**config.mk**
```make
export PLATFORM = sky130hd
export DESIGN_NAME = hdmi_sink_seq
export DESIGN_NICKNAME = d
export VERILOG_FILES = /design/src/rtl/sink_seq_pkg.sv /design/src/rtl/slot_timer.sv /design/src/rtl/fmt_compare.sv /design/src/rtl/sink_fsm.sv /design/src/rtl/hdmi_sink_seq.sv
export SDC_FILE = /design/constraint.sdc
export NUM_CORES = 1
export LEC_CHECK = 0
export BUFFER_PORTS_ARGS = -buffer_cell sky130_fd_sc_hd__buf_4
export CORE_MARGIN = 2
export CORE_UTILIZATION = 30
export DETAILED_ROUTE_END_ITERATION = 10
export MAX_ROUTING_LAYER = met4
export SLEW_MARGIN = 20
export SYNTH_ARGS = -nofsm -noshare
export SYNTH_HDL_FRONTEND = slang
export SYNTH_SLANG_ARGS = --single-unit
```
**constraint.sdc**
```tcl
create_clock -name clk -period 7.95 [get_ports clk]
set_input_delay 1.1925 -clock clk [delete_from_list [all_inputs] [get_ports clk]]
set_output_delay 1.1925 -clock clk [all_outputs]
set_load 0.05 [all_outputs]
```
**src/rtl/sink_seq_pkg.sv**
```systemverilog
// Package: shared state and slot encodings for the sink link sequencer.
// Assumes: state codes are visible at the top-level port, so their values are fixed.
package sink_seq_pkg;

    typedef enum logic [2:0] {
        ST_OFF    = 3'd0,
        ST_SYNC   = 3'd1,
        ST_VIDEO  = 3'd2,
        ST_AUDIO  = 3'd3,
        ST_PLAY   = 3'd4,
        ST_BADFMT = 3'd5
    } link_st_t;

    typedef enum logic [1:0] {
        SL_VID  = 2'd0,
        SL_AUD  = 2'd1,
        SL_ERR  = 2'd2,
        SL_IDLE = 2'd3
    } slot_t;

endpackage

```
**src/rtl/slot_timer.sv**
```systemverilog
// Module: slot_timer
// Splits time into four rotating slots of SLOT_CYCLES cycles each.
// tick is high on the last cycle of a slot, and slot names the slot that is ending.
// Assumes: SLOT_CYCLES >= 2.
module slot_timer
    import sink_seq_pkg::*;
#(
    parameter int SLOT_CYCLES = 400000
) (
    input  logic  clk,
    input  logic  rst_n,
    output logic  tick,
    output slot_t slot
);
    localparam int CW = $clog2(SLOT_CYCLES);
    localparam logic [CW-1:0] LAST = CW'(SLOT_CYCLES - 1);

    logic [CW-1:0] cnt;

    // Counts cycles within a slot and advances to the next slot at wrap.
    always_ff @(posedge clk) begin
        if (!rst_n) begin
            cnt  <= '0;
            slot <= SL_VID;
        end else if (cnt == LAST) begin
            cnt  <= '0;
            slot <= slot_t'(slot + 2'd1);
        end else begin
            cnt <= cnt + 1'b1;
        end
    end

    // Marks the final cycle of the current slot.
    always_comb tick = (cnt == LAST);

endmodule

```
**src/rtl/fmt_compare.sv**
```systemverilog
// Module: fmt_compare
// Keeps the three format measurements taken at the previous video slot end.
// Reports a change when any current value differs from its stored value by more than TOL.
// Assumes: clear is held while no video comparison is meaningful. The first sample after clear never reports a change.
module fmt_compare #(
    parameter int RES_W  = 16,
    parameter int PCLK_W = 8,
    parameter int TOL    = 3
) (
    input  logic              clk,
    input  logic              rst_n,
    input  logic              clear,
    input  logic              sample,
    input  logic [RES_W-1:0]  h_res,
    input  logic [RES_W-1:0]  v_res,
    input  logic [PCLK_W-1:0] pclk_cnt,
    output logic              changed
);
    localparam int NMEAS = 3;
    localparam int MW    = (RES_W > PCLK_W) ? RES_W : PCLK_W;

    logic [MW-1:0] cur  [NMEAS];
    logic [MW-1:0] prev [NMEAS];
    logic [NMEAS-1:0] far;
    logic valid;

    // Gathers the measurements into one zero-extended array.
    always_comb begin
        cur[0] = MW'(h_res);
        cur[1] = MW'(v_res);
        cur[2] = MW'(pclk_cnt);
    end

    for (genvar i = 0; i < NMEAS; i++) begin : g_meas
        logic [MW-1:0] diff;

        // Stores this measurement at every video slot end.
        always_ff @(posedge clk) begin
            if (!rst_n) prev[i] <= '0;
            else if (sample) prev[i] <= cur[i];
        end

        // Absolute distance from the previous sample, tested against the tolerance.
        always_comb begin
            diff   = (cur[i] >= prev[i]) ? (cur[i] - prev[i]) : (prev[i] - cur[i]);
            far[i] = (32'(diff) > TOL);
        end
    end

    // Tracks whether a previous sample exists to compare with.
    always_ff @(posedge clk) begin
        if (!rst_n || clear) valid <= 1'b0;
        else if (sample) valid <= 1'b1;
    end

    // Flags a format change only against a valid earlier sample.
    always_comb changed = valid && (|far);

endmodule

```
**src/rtl/sink_fsm.sv**
```systemverilog
// Module: sink_fsm
// Link-state machine. Acts at slot ends to judge sync, video stability, audio
// stability and audio errors. Reacts on any cycle to clock loss and to a fresh clock detection.
// Assumes: tick/slot come from slot_timer, and fmt_changed is valid whenever tick is high in the video slot.
module sink_fsm
    import sink_seq_pkg::*;
#(
    parameter int VID_STABLE = 4,
    parameter int AUD_STABLE = 4,
    parameter int SCDT_RETRY = 16
) (
    input  logic     clk,
    input  logic     rst_n,
    input  logic     clk_det,
    input  logic     sync_det,
    input  logic     hdmi_mode,
    input  logic     av_mute,
    input  logic     audio_stable,
    input  logic     fmt_ok,
    input  logic     tick,
    input  slot_t    slot,
    input  logic     fmt_changed,
    output link_st_t state,
    output logic     power_up,
    output logic     video_mute,
    output logic     audio_mute
);
    localparam int VW = $clog2(VID_STABLE) + 1;
    localparam int AW = $clog2(AUD_STABLE) + 1;
    localparam int RW = $clog2(SCDT_RETRY) + 1;
    localparam logic [VW-1:0] V_LAST = VW'(VID_STABLE - 1);
    localparam logic [AW-1:0] A_LAST = AW'(AUD_STABLE - 1);
    localparam logic [RW-1:0] R_LAST = RW'(SCDT_RETRY - 1);

    logic [VW-1:0] vcnt;
    logic [AW-1:0] acnt;
    logic [RW-1:0] rcnt;
    logic det_q;

    // Main sequencer: clock loss first, then power-up, then slot-end decisions.
    always_ff @(posedge clk) begin
        if (!rst_n) begin
            state      <= ST_OFF;
            power_up   <= 1'b0;
            video_mute <= 1'b1;
            audio_mute <= 1'b1;
            vcnt       <= '0;
            acnt       <= '0;
            rcnt       <= '0;
            det_q      <= 1'b0;
        end else begin
            det_q <= clk_det;
            if (!clk_det) begin
                state      <= ST_OFF;
                power_up   <= 1'b0;
                video_mute <= 1'b1;
                audio_mute <= 1'b1;
                vcnt       <= '0;
                acnt       <= '0;
                rcnt       <= '0;
            end else if (state == ST_OFF) begin
                if (!det_q) begin
                    state    <= ST_SYNC;
                    power_up <= 1'b1;
                    rcnt     <= '0;
                end
            end else if (tick) begin
                case (slot)
                    SL_VID: begin
                        if (state == ST_SYNC) begin
                            if (sync_det) begin
                                state <= ST_VIDEO;
                                vcnt  <= '0;
                            end else if (rcnt == R_LAST) begin
                                state    <= ST_OFF;
                                power_up <= 1'b0;
                            end else begin
                                rcnt <= rcnt + 1'b1;
                            end
                        end else if (!sync_det) begin
                            state      <= ST_SYNC;
                            rcnt       <= '0;
                            video_mute <= 1'b1;
                            audio_mute <= 1'b1;
                        end else if (fmt_changed || av_mute) begin
                            state      <= ST_VIDEO;
                            vcnt       <= '0;
                            video_mute <= 1'b1;
                            audio_mute <= 1'b1;
                        end else if (state == ST_VIDEO) begin
                            if (vcnt == V_LAST) begin
                                if (!fmt_ok) begin
                                    state <= ST_BADFMT;
                                end else begin
                                    video_mute <= 1'b0;
                                    if (hdmi_mode) begin
                                        state <= ST_AUDIO;
                                        acnt  <= '0;
                                    end else begin
                                        state <= ST_PLAY;
                                    end
                                end
                            end else begin
                                vcnt <= vcnt + 1'b1;
                            end
                        end
                    end
                    SL_AUD: begin
                        if (state == ST_AUDIO) begin
                            if (!audio_stable) begin
                                acnt <= '0;
                            end else if (acnt == A_LAST) begin
                                audio_mute <= 1'b0;
                                state      <= ST_PLAY;
                            end else begin
                                acnt <= acnt + 1'b1;
                            end
                        end
                    end
                    SL_ERR: begin
                        if (state == ST_PLAY && hdmi_mode && !audio_stable) begin
                            audio_mute <= 1'b1;
                            state      <= ST_AUDIO;
                            acnt       <= '0;
                        end
                    end
                    default: ;
                endcase
            end
        end
    end

endmodule

```
**src/rtl/hdmi_sink_seq.sv**
```systemverilog
// Module: hdmi_sink_seq (top)
// Sink bring-up and mute sequencer. Built from a slot timer, a format-change
// comparator and the link-state machine.
// Assumes: all inputs are synchronous to clk. Default SLOT_CYCLES gives 8 ms slots at 50 MHz.
module hdmi_sink_seq
    import sink_seq_pkg::*;
#(
    parameter int SLOT_CYCLES = 400000,
    parameter int RES_W       = 16,
    parameter int PCLK_W      = 8,
    parameter int TOL         = 3,
    parameter int VID_STABLE  = 4,
    parameter int AUD_STABLE  = 4,
    parameter int SCDT_RETRY  = 16
) (
    input  logic              clk,
    input  logic              rst_n,
    input  logic              clk_det,
    input  logic              sync_det,
    input  logic              hdmi_mode,
    input  logic              av_mute,
    input  logic [RES_W-1:0]  h_res,
    input  logic [RES_W-1:0]  v_res,
    input  logic [PCLK_W-1:0] pclk_cnt,
    input  logic              audio_stable,
    input  logic              fmt_ok,
    output logic              power_up,
    output logic              video_mute,
    output logic              audio_mute,
    output logic [2:0]        state_code
);
    logic     tick;
    slot_t    slot;
    logic     fmt_changed;
    logic     cmp_clear;
    link_st_t state;

    slot_timer #(.SLOT_CYCLES(SLOT_CYCLES)) u_timer (
        .clk  (clk),
        .rst_n(rst_n),
        .tick (tick),
        .slot (slot)
    );

    // Comparison is meaningless until the link has reached the video wait.
    always_comb cmp_clear = (state == ST_OFF) || (state == ST_SYNC);

    fmt_compare #(.RES_W(RES_W), .PCLK_W(PCLK_W), .TOL(TOL)) u_cmp (
        .clk     (clk),
        .rst_n   (rst_n),
        .clear   (cmp_clear),
        .sample  (tick && (slot == SL_VID)),
        .h_res   (h_res),
        .v_res   (v_res),
        .pclk_cnt(pclk_cnt),
        .changed (fmt_changed)
    );

    sink_fsm #(
        .VID_STABLE(VID_STABLE),
        .AUD_STABLE(AUD_STABLE),
        .SCDT_RETRY(SCDT_RETRY)
    ) u_fsm (
        .clk         (clk),
        .rst_n       (rst_n),
        .clk_det     (clk_det),
        .sync_det    (sync_det),
        .hdmi_mode   (hdmi_mode),
        .av_mute     (av_mute),
        .audio_stable(audio_stable),
        .fmt_ok      (fmt_ok),
        .tick        (tick),
        .slot        (slot),
        .fmt_changed (fmt_changed),
        .state       (state),
        .power_up    (power_up),
        .video_mute  (video_mute),
        .audio_mute  (audio_mute)
    );

    // Exposes the state as its numeric code.
    always_comb state_code = 3'(state);

endmodule

```
======== Yosys cells after proc, flatten, opt, wreduce, memory -nomap -nowiden ========
Memories as Yosys holds them, arrays and structs flattened.
Cells that the tools add are included.
storage, ports and cells
  flip-flop bits (word level) ............. 40
  bits of input ports ..................... 48
  memories ................................ 1
  memory bits (writable) .................. 48
memory list
  name        words  width  rd ports  clocked after Yosys merged registers in  write ports  line               RTL
  u_cmp.prev  3      16     3         0                                        3            fmt_compare.sv:23  logic [MW-1:0] prev [NMEAS];
operators by class
  magnitude comparators ................... 6
  add/subtract/negate cells ............... 11
  eq/ne operators ......................... 37
  reduce and logical (&&, ||, !) cells .... 28
  bitwise logic cells ..................... 6
  mux-type cells .......................... 73
operators with widths
  operator               number
  $mux 3                 33
  $mux 16                6
  $sub 16x16->16         4
  $gt 16x2->1 const B    3
  $mux 5                 8
  $ge 16x16->1           2
  $mux 1                 23
  $add 19x1->19 const B  1
  $eq 19x19->1 const B   1
  $pmux 3 s3             2
  $ge 8x16->1            1
  $sub 16x8->16          1
  $sub 8x16->16          1
  $ne 3x2->1 const B     5
  $ne 2x2->1 const B     7
  $reduce_and 13->1      1
  $eq 3x2->1 const B     4
  $ne 2x1->1 const B     6
  $ne 6x4->1 const B     2
  $reduce_and 6->1       2
  $reduce_and 10->1      1
  $ne 3x1->1 const B     3
  $ne 3x3->1 const B     3
  $reduce_and 9->1       1
  other kinds (25)       40

======== Longest topological paths before layout ========
An unclocked memory read counts as a cell.
  depth after elaboration ................. 13
  gate-level depth with buffers ........... 17
  depth with buffers taken out ............ 16

======== Modules after synthesis ========
A second synthesis with hierarchy kept.
unflattened totals
  cell total of the unflattened synthesis .. 1005
  area, all modules ....................... 8269.2 sq um
by module, submodules not included
  module         cells an instance  area an instance (sq um)  seq. area each (sq um)  instances
  fmt_compare    744                6057.1                    1221.2                  1
  sink_fsm       148                1229.9                    360.3                   1
  slot_timer     111                965.9                     420.4                   1
  hdmi_sink_seq  2                  16.3                      0.0                     1

======== Worst setup path before layout ========
OpenSTA, ideal clock, no wires.
  kind .................................... input port to flip-flop
  from .................................... in pclk_cnt[4]
  to ...................................... reg u_fsm.acnt[0]
  setup time .............................. 0.072 ns
  slack ................................... 3.228 ns
  arrival time ............................ 4.650 ns
  data required time ...................... 7.878 ns
  stages .................................. 15
  path through ............................ inv_1 ha_1 a21o_1 a21o_1 a221o_1 fa_1 a311o_1 o21ai_0 nand4_1 a2111oi_2 o2111ai_1 nor4_4 nand2_2 o31ai_4 mux2i_1
on the way
  word-level cells in the longest chain between the ends .. 8
RTL lines
  item                                         line                 RTL
  start: declaration                           hdmi_sink_seq.sv:24  input logic [PCLK_W-1:0] pclk_cnt,
  $sub 16x8->16, or another cell as far along  fmt_compare.sv:45    diff = (cur[i] >= prev[i]) ? (cur[i] - prev[i]) : (prev[i] - cur[i]);
  $mux 16 (*)                                  fmt_compare.sv:45
  $gt 16x2->1 (*)                              fmt_compare.sv:46    far[i] = (32'(diff) > TOL);
  $reduce_or 3->1 (*)                          fmt_compare.sv:57    always_comb changed = valid && (|far);
  $logic_and 1x1->1 (*)                        fmt_compare.sv:57
  $logic_or 1x1->1 (*)                         sink_fsm.sv:85       end else if (fmt_changed || av_mute) begin
  $ne 2x2->1 (no source line) (*)              -
  $reduce_and 13->1 (no source line) (*)       -
  end signal: assignment                       sink_fsm.sv:116      acnt <= acnt + 1'b1;
  end: declaration                             sink_fsm.sv:36       logic [AW-1:0] acnt;
Mark *: on every way between the ends. The rest lies on a longest branch, timed or not.
A chain may end at the register's enable or synchronous reset.

======== Worst setup path after layout ========
  from .................................... in pclk_cnt[4]
  to ...................................... reg u_fsm.acnt[1]
Same word-level chain as after synthesis.

==> results.json <==
{
  "first_pass_iters": 5,
  "ys_seq_area_frac": 0.249,
  "path_clk_slew_ns": 0.06,
  "num-nets-final": 1145,
  "critPathLaunchType": "primary input",
  "synthCells": 977,
  "required_ns": 8.23,
  "multi_input_area_um2": 5360,
  "vias": 7105,
  "initial_core_util": 0.307,
  "post-route-util": 0.341,
  "num_rows": 59,
  "crit_top_cell": "a21o_1",
  "vdd_drop_max_mv": 0.0709,
  "clk_latency_ns": 0.35,
  "h-tree-depth": 3,
  "synth_seq_cells": 80,
  "drv_slew": 0,
  "finalHoldViolations": 0,
  "post_cts_resized": 0,
  "fin_skew_ns": 0.00962,
  "drt-total-wl_mm": 21.0,
  "yosys_warnings": 0,
  "finalCritPeriodShare": 0.645,
  "syn_nets": 1122,
  "synth_top_area_frac": 0.149,
  "clkSinkCount": 80,
  "status": "finished clean",
  "regArea_um2": 2000,
  "io_pins": 54,
  "grt_max_degree": 44,
  "fin_cells": 1340,
  "period_minus_slack_ns": 5.13,
  "gp_congestion": 0.926,
  "cts_buffers": 9,
  "port-buffer-count": 53,
  "num-fill-cells": 2740,
  "drt_iter0_markers": 428,
  "fp.dieH_um": 168,
  "clk_path_buf_depth": 2,
  "fmax_mhz": 195,
  "end_kind": "flip-flop",
  "cp_slowest_stage_delay_ns": 0.55,
  "area_growth_syn_to_layout_pct": 11.3,
  "maxCapViolCount": 0,
  "wl_per_cell_um": 15.7,
  "power_mw": 1.23,
  "worstSetupPathType": "primary input to flip-flop",
  "overflow": 0,
  "netlist_area_um2": 8040,
  "antenna_cells": 0,
  "vias_per_cell": 5.30,
  "post-cts-setup-buffers": 0,
  "synth.avg_cell_area_um2": 8.23,
  "grt_pass1_vias": 6932,
  "die_x_um": 168,
  "ant_nets": 0,
  "drive_above_1_share": 0.103,
  "setup_viol": 0,
  "cpMaxStageDelayCell": "nor4_4",
  "drc": 0,
  "synth_cell_types": 87,
  "yosys.area.top_type": "edfxtp_1",
  "place_area_um2": 8650,
  "hp-class": "flip-flop to flip-flop",
  "finalSetupTns_ns": 0,
  "relSlewSlack": 0.471,
  "cts_tree": "built",
  "core_um2": 26200,
  "gr-usage-all-layers": 0.156,
  "critPathArrivalTime_ns": 5.41,
  "worst_slew_pin_slew_ns": 0.787,
  "timing.hold.ws_ns": 0.464,
  "cts-root-buf": "clkbuf_16",
  "synth-edff-count": 40,
  "crit_chain": "buf_4 > inv_1 > ha_1 > a21o_1 > a21o_1 > a221o_1 > fa_1 > a311o_1 > o21ai_0 > nand4_1 > a2111oi_2 > o2111ai_1 > nor4_4 > nand2_2 > o31ai_4 > mux2i_1",
  "place_inst": 1324,
  "worst_slack_ns": 2.82,
  "synth_ff_type": "edfxtp_1",
  "synth_area_leaders": "edfxtp_1 15%, ha_1 14%, dfxtp_1 10%",
  "p_leak_nw": 3.75,
  "grt_pass1_wl_mm": 34.8,
  "dp_hpwl_mm": 15.8,
  "rsz0062_at_grt": "no",
  "antenna_found_initial": 0,
  "powerDensity_nw_per_um2": 137,
  "dp_slack_ns": 2.53,
  "hold_buffers": 0,
  "design_area_um2": 8950,
  "die_area_um2": 28100,
  "worst-path-max-fanout": 15,
  "async_flop_share": 0
}
report_power, final:
group          total, mW  switching [mW]  internal [mW]
registers          0.449         0.00769          0.441
logic              0.352           0.213          0.139
clock network      0.429           0.181          0.248
total               1.23           0.402          0.828
kinds of logic after synthesis:
family / Yosys count / synth area share
compound gates: 265 / 0.233
flops: 80 / 0.249
mux: 12 / 0.0154
xor+xnor: 49 / 0.0534
simple gates: 312 / 0.206
fa+ha+maj: 97 / 0.158
buf+inv: 162 / 0.0841
per-layer routing:
layer,part of all wire,track usage,up-vias
met4,0.015,0.0450,0
li1,-,-,3533
met2,0.45,0.242,156
met3,0.044,0.0194,22
met1,0.49,0.212,3394
met5,0,-,-
cells in the mapped netlist (7+ instances only):
library cell	instances
nor2_1	66
dfxtp_1	40
nand2b_1	11
clkbuf_1	19
a211oi_1	8
o21ai_0	33
a31oi_1	10
xnor2_1	32
ha_1	89
nor3_1	52
and3_1	15
a21oi_1	75
fa_1	8
o31ai_1	10
or3_1	7
edfxtp_1	40
nand4_1	22
inv_1	115
mux2i_1	9
nand3_1	27
buf_2	18
o21a_1	9
nor4_1	7
nor2b_1	7
a21o_1	35
nand2_1	56
o211ai_1	7
xor2_1	17
o21bai_1	7
area by class of cell:
| cell class | instances | share of cell area |
|---|---|---|
| inverter | 117 | 0.0491 |
| timing repair buffer | 57 | 0.0478 |
| multi-input combinational | 735 | 0.599 |
| clock buffer | 14 | 0.0319 |
| sequential | 80 | 0.224 |
| tap | 335 | 0.0469 |
| clock inverter | 2 | 0.00112 |
worst max-delay path: cells and delay by family:
family	cells	cell delay, ns
adders and majority gates	2	0.91
AOI/OAI and AO/OA	8	2.14
buffers and inverters	2	0.14
muxes	1	0.22
and+or+nand+nor	3	0.80
cell usage in the layout, fill, tap and decap left out, drive strengths merged, types with 32 or more instances in the layout:
master  synthesis  routed
dfxtp          40      40
nor2           66      66
edfxtp         40      40
ha             89      89
a21oi          75      75
o21ai          39      39
buf            26      57
inv           115     116
nand2          57      57
a21o           35      35
nor3           52      52
xnor2          32      32
worst paths after layout:
path / start / to / slack, ns / depth (start not counted)
worst max-delay path: pclk_cnt[4] / u_fsm.acnt[1]$_SDFFE_PN0P_ / 2.82 / 16
worst max register to register: u_cmp.prev[2][4]$_SDFFCE_PN0P_ / u_fsm.acnt[1]$_SDFFE_PN0P_ / 3.40 / 14
worst min-delay path: u_timer.cnt[0]$_SDFF_PP0_ / u_timer.cnt[0]$_SDFF_PP0_ / 0.46 / 1
worst min register to register: u_timer.cnt[0]$_SDFF_PP0_ / u_timer.cnt[0]$_SDFF_PP0_ / 0.46 / 1
registers in the layout, indices dropped and copies added, names as in the netlist:
signal,cells
u_cmp.prev,40
u_timer.cnt,19
u_fsm.rcnt,5
u_fsm.acnt,3
u_fsm.state,3
u_fsm.vcnt,3
u_timer.slot,2
u_cmp.valid,1
u_fsm.audio_mute,1
u_fsm.det_q,1
u_fsm.power_up,1
u_fsm.video_mute,1
No activity file was read; power rests on OpenSTA's default activity.
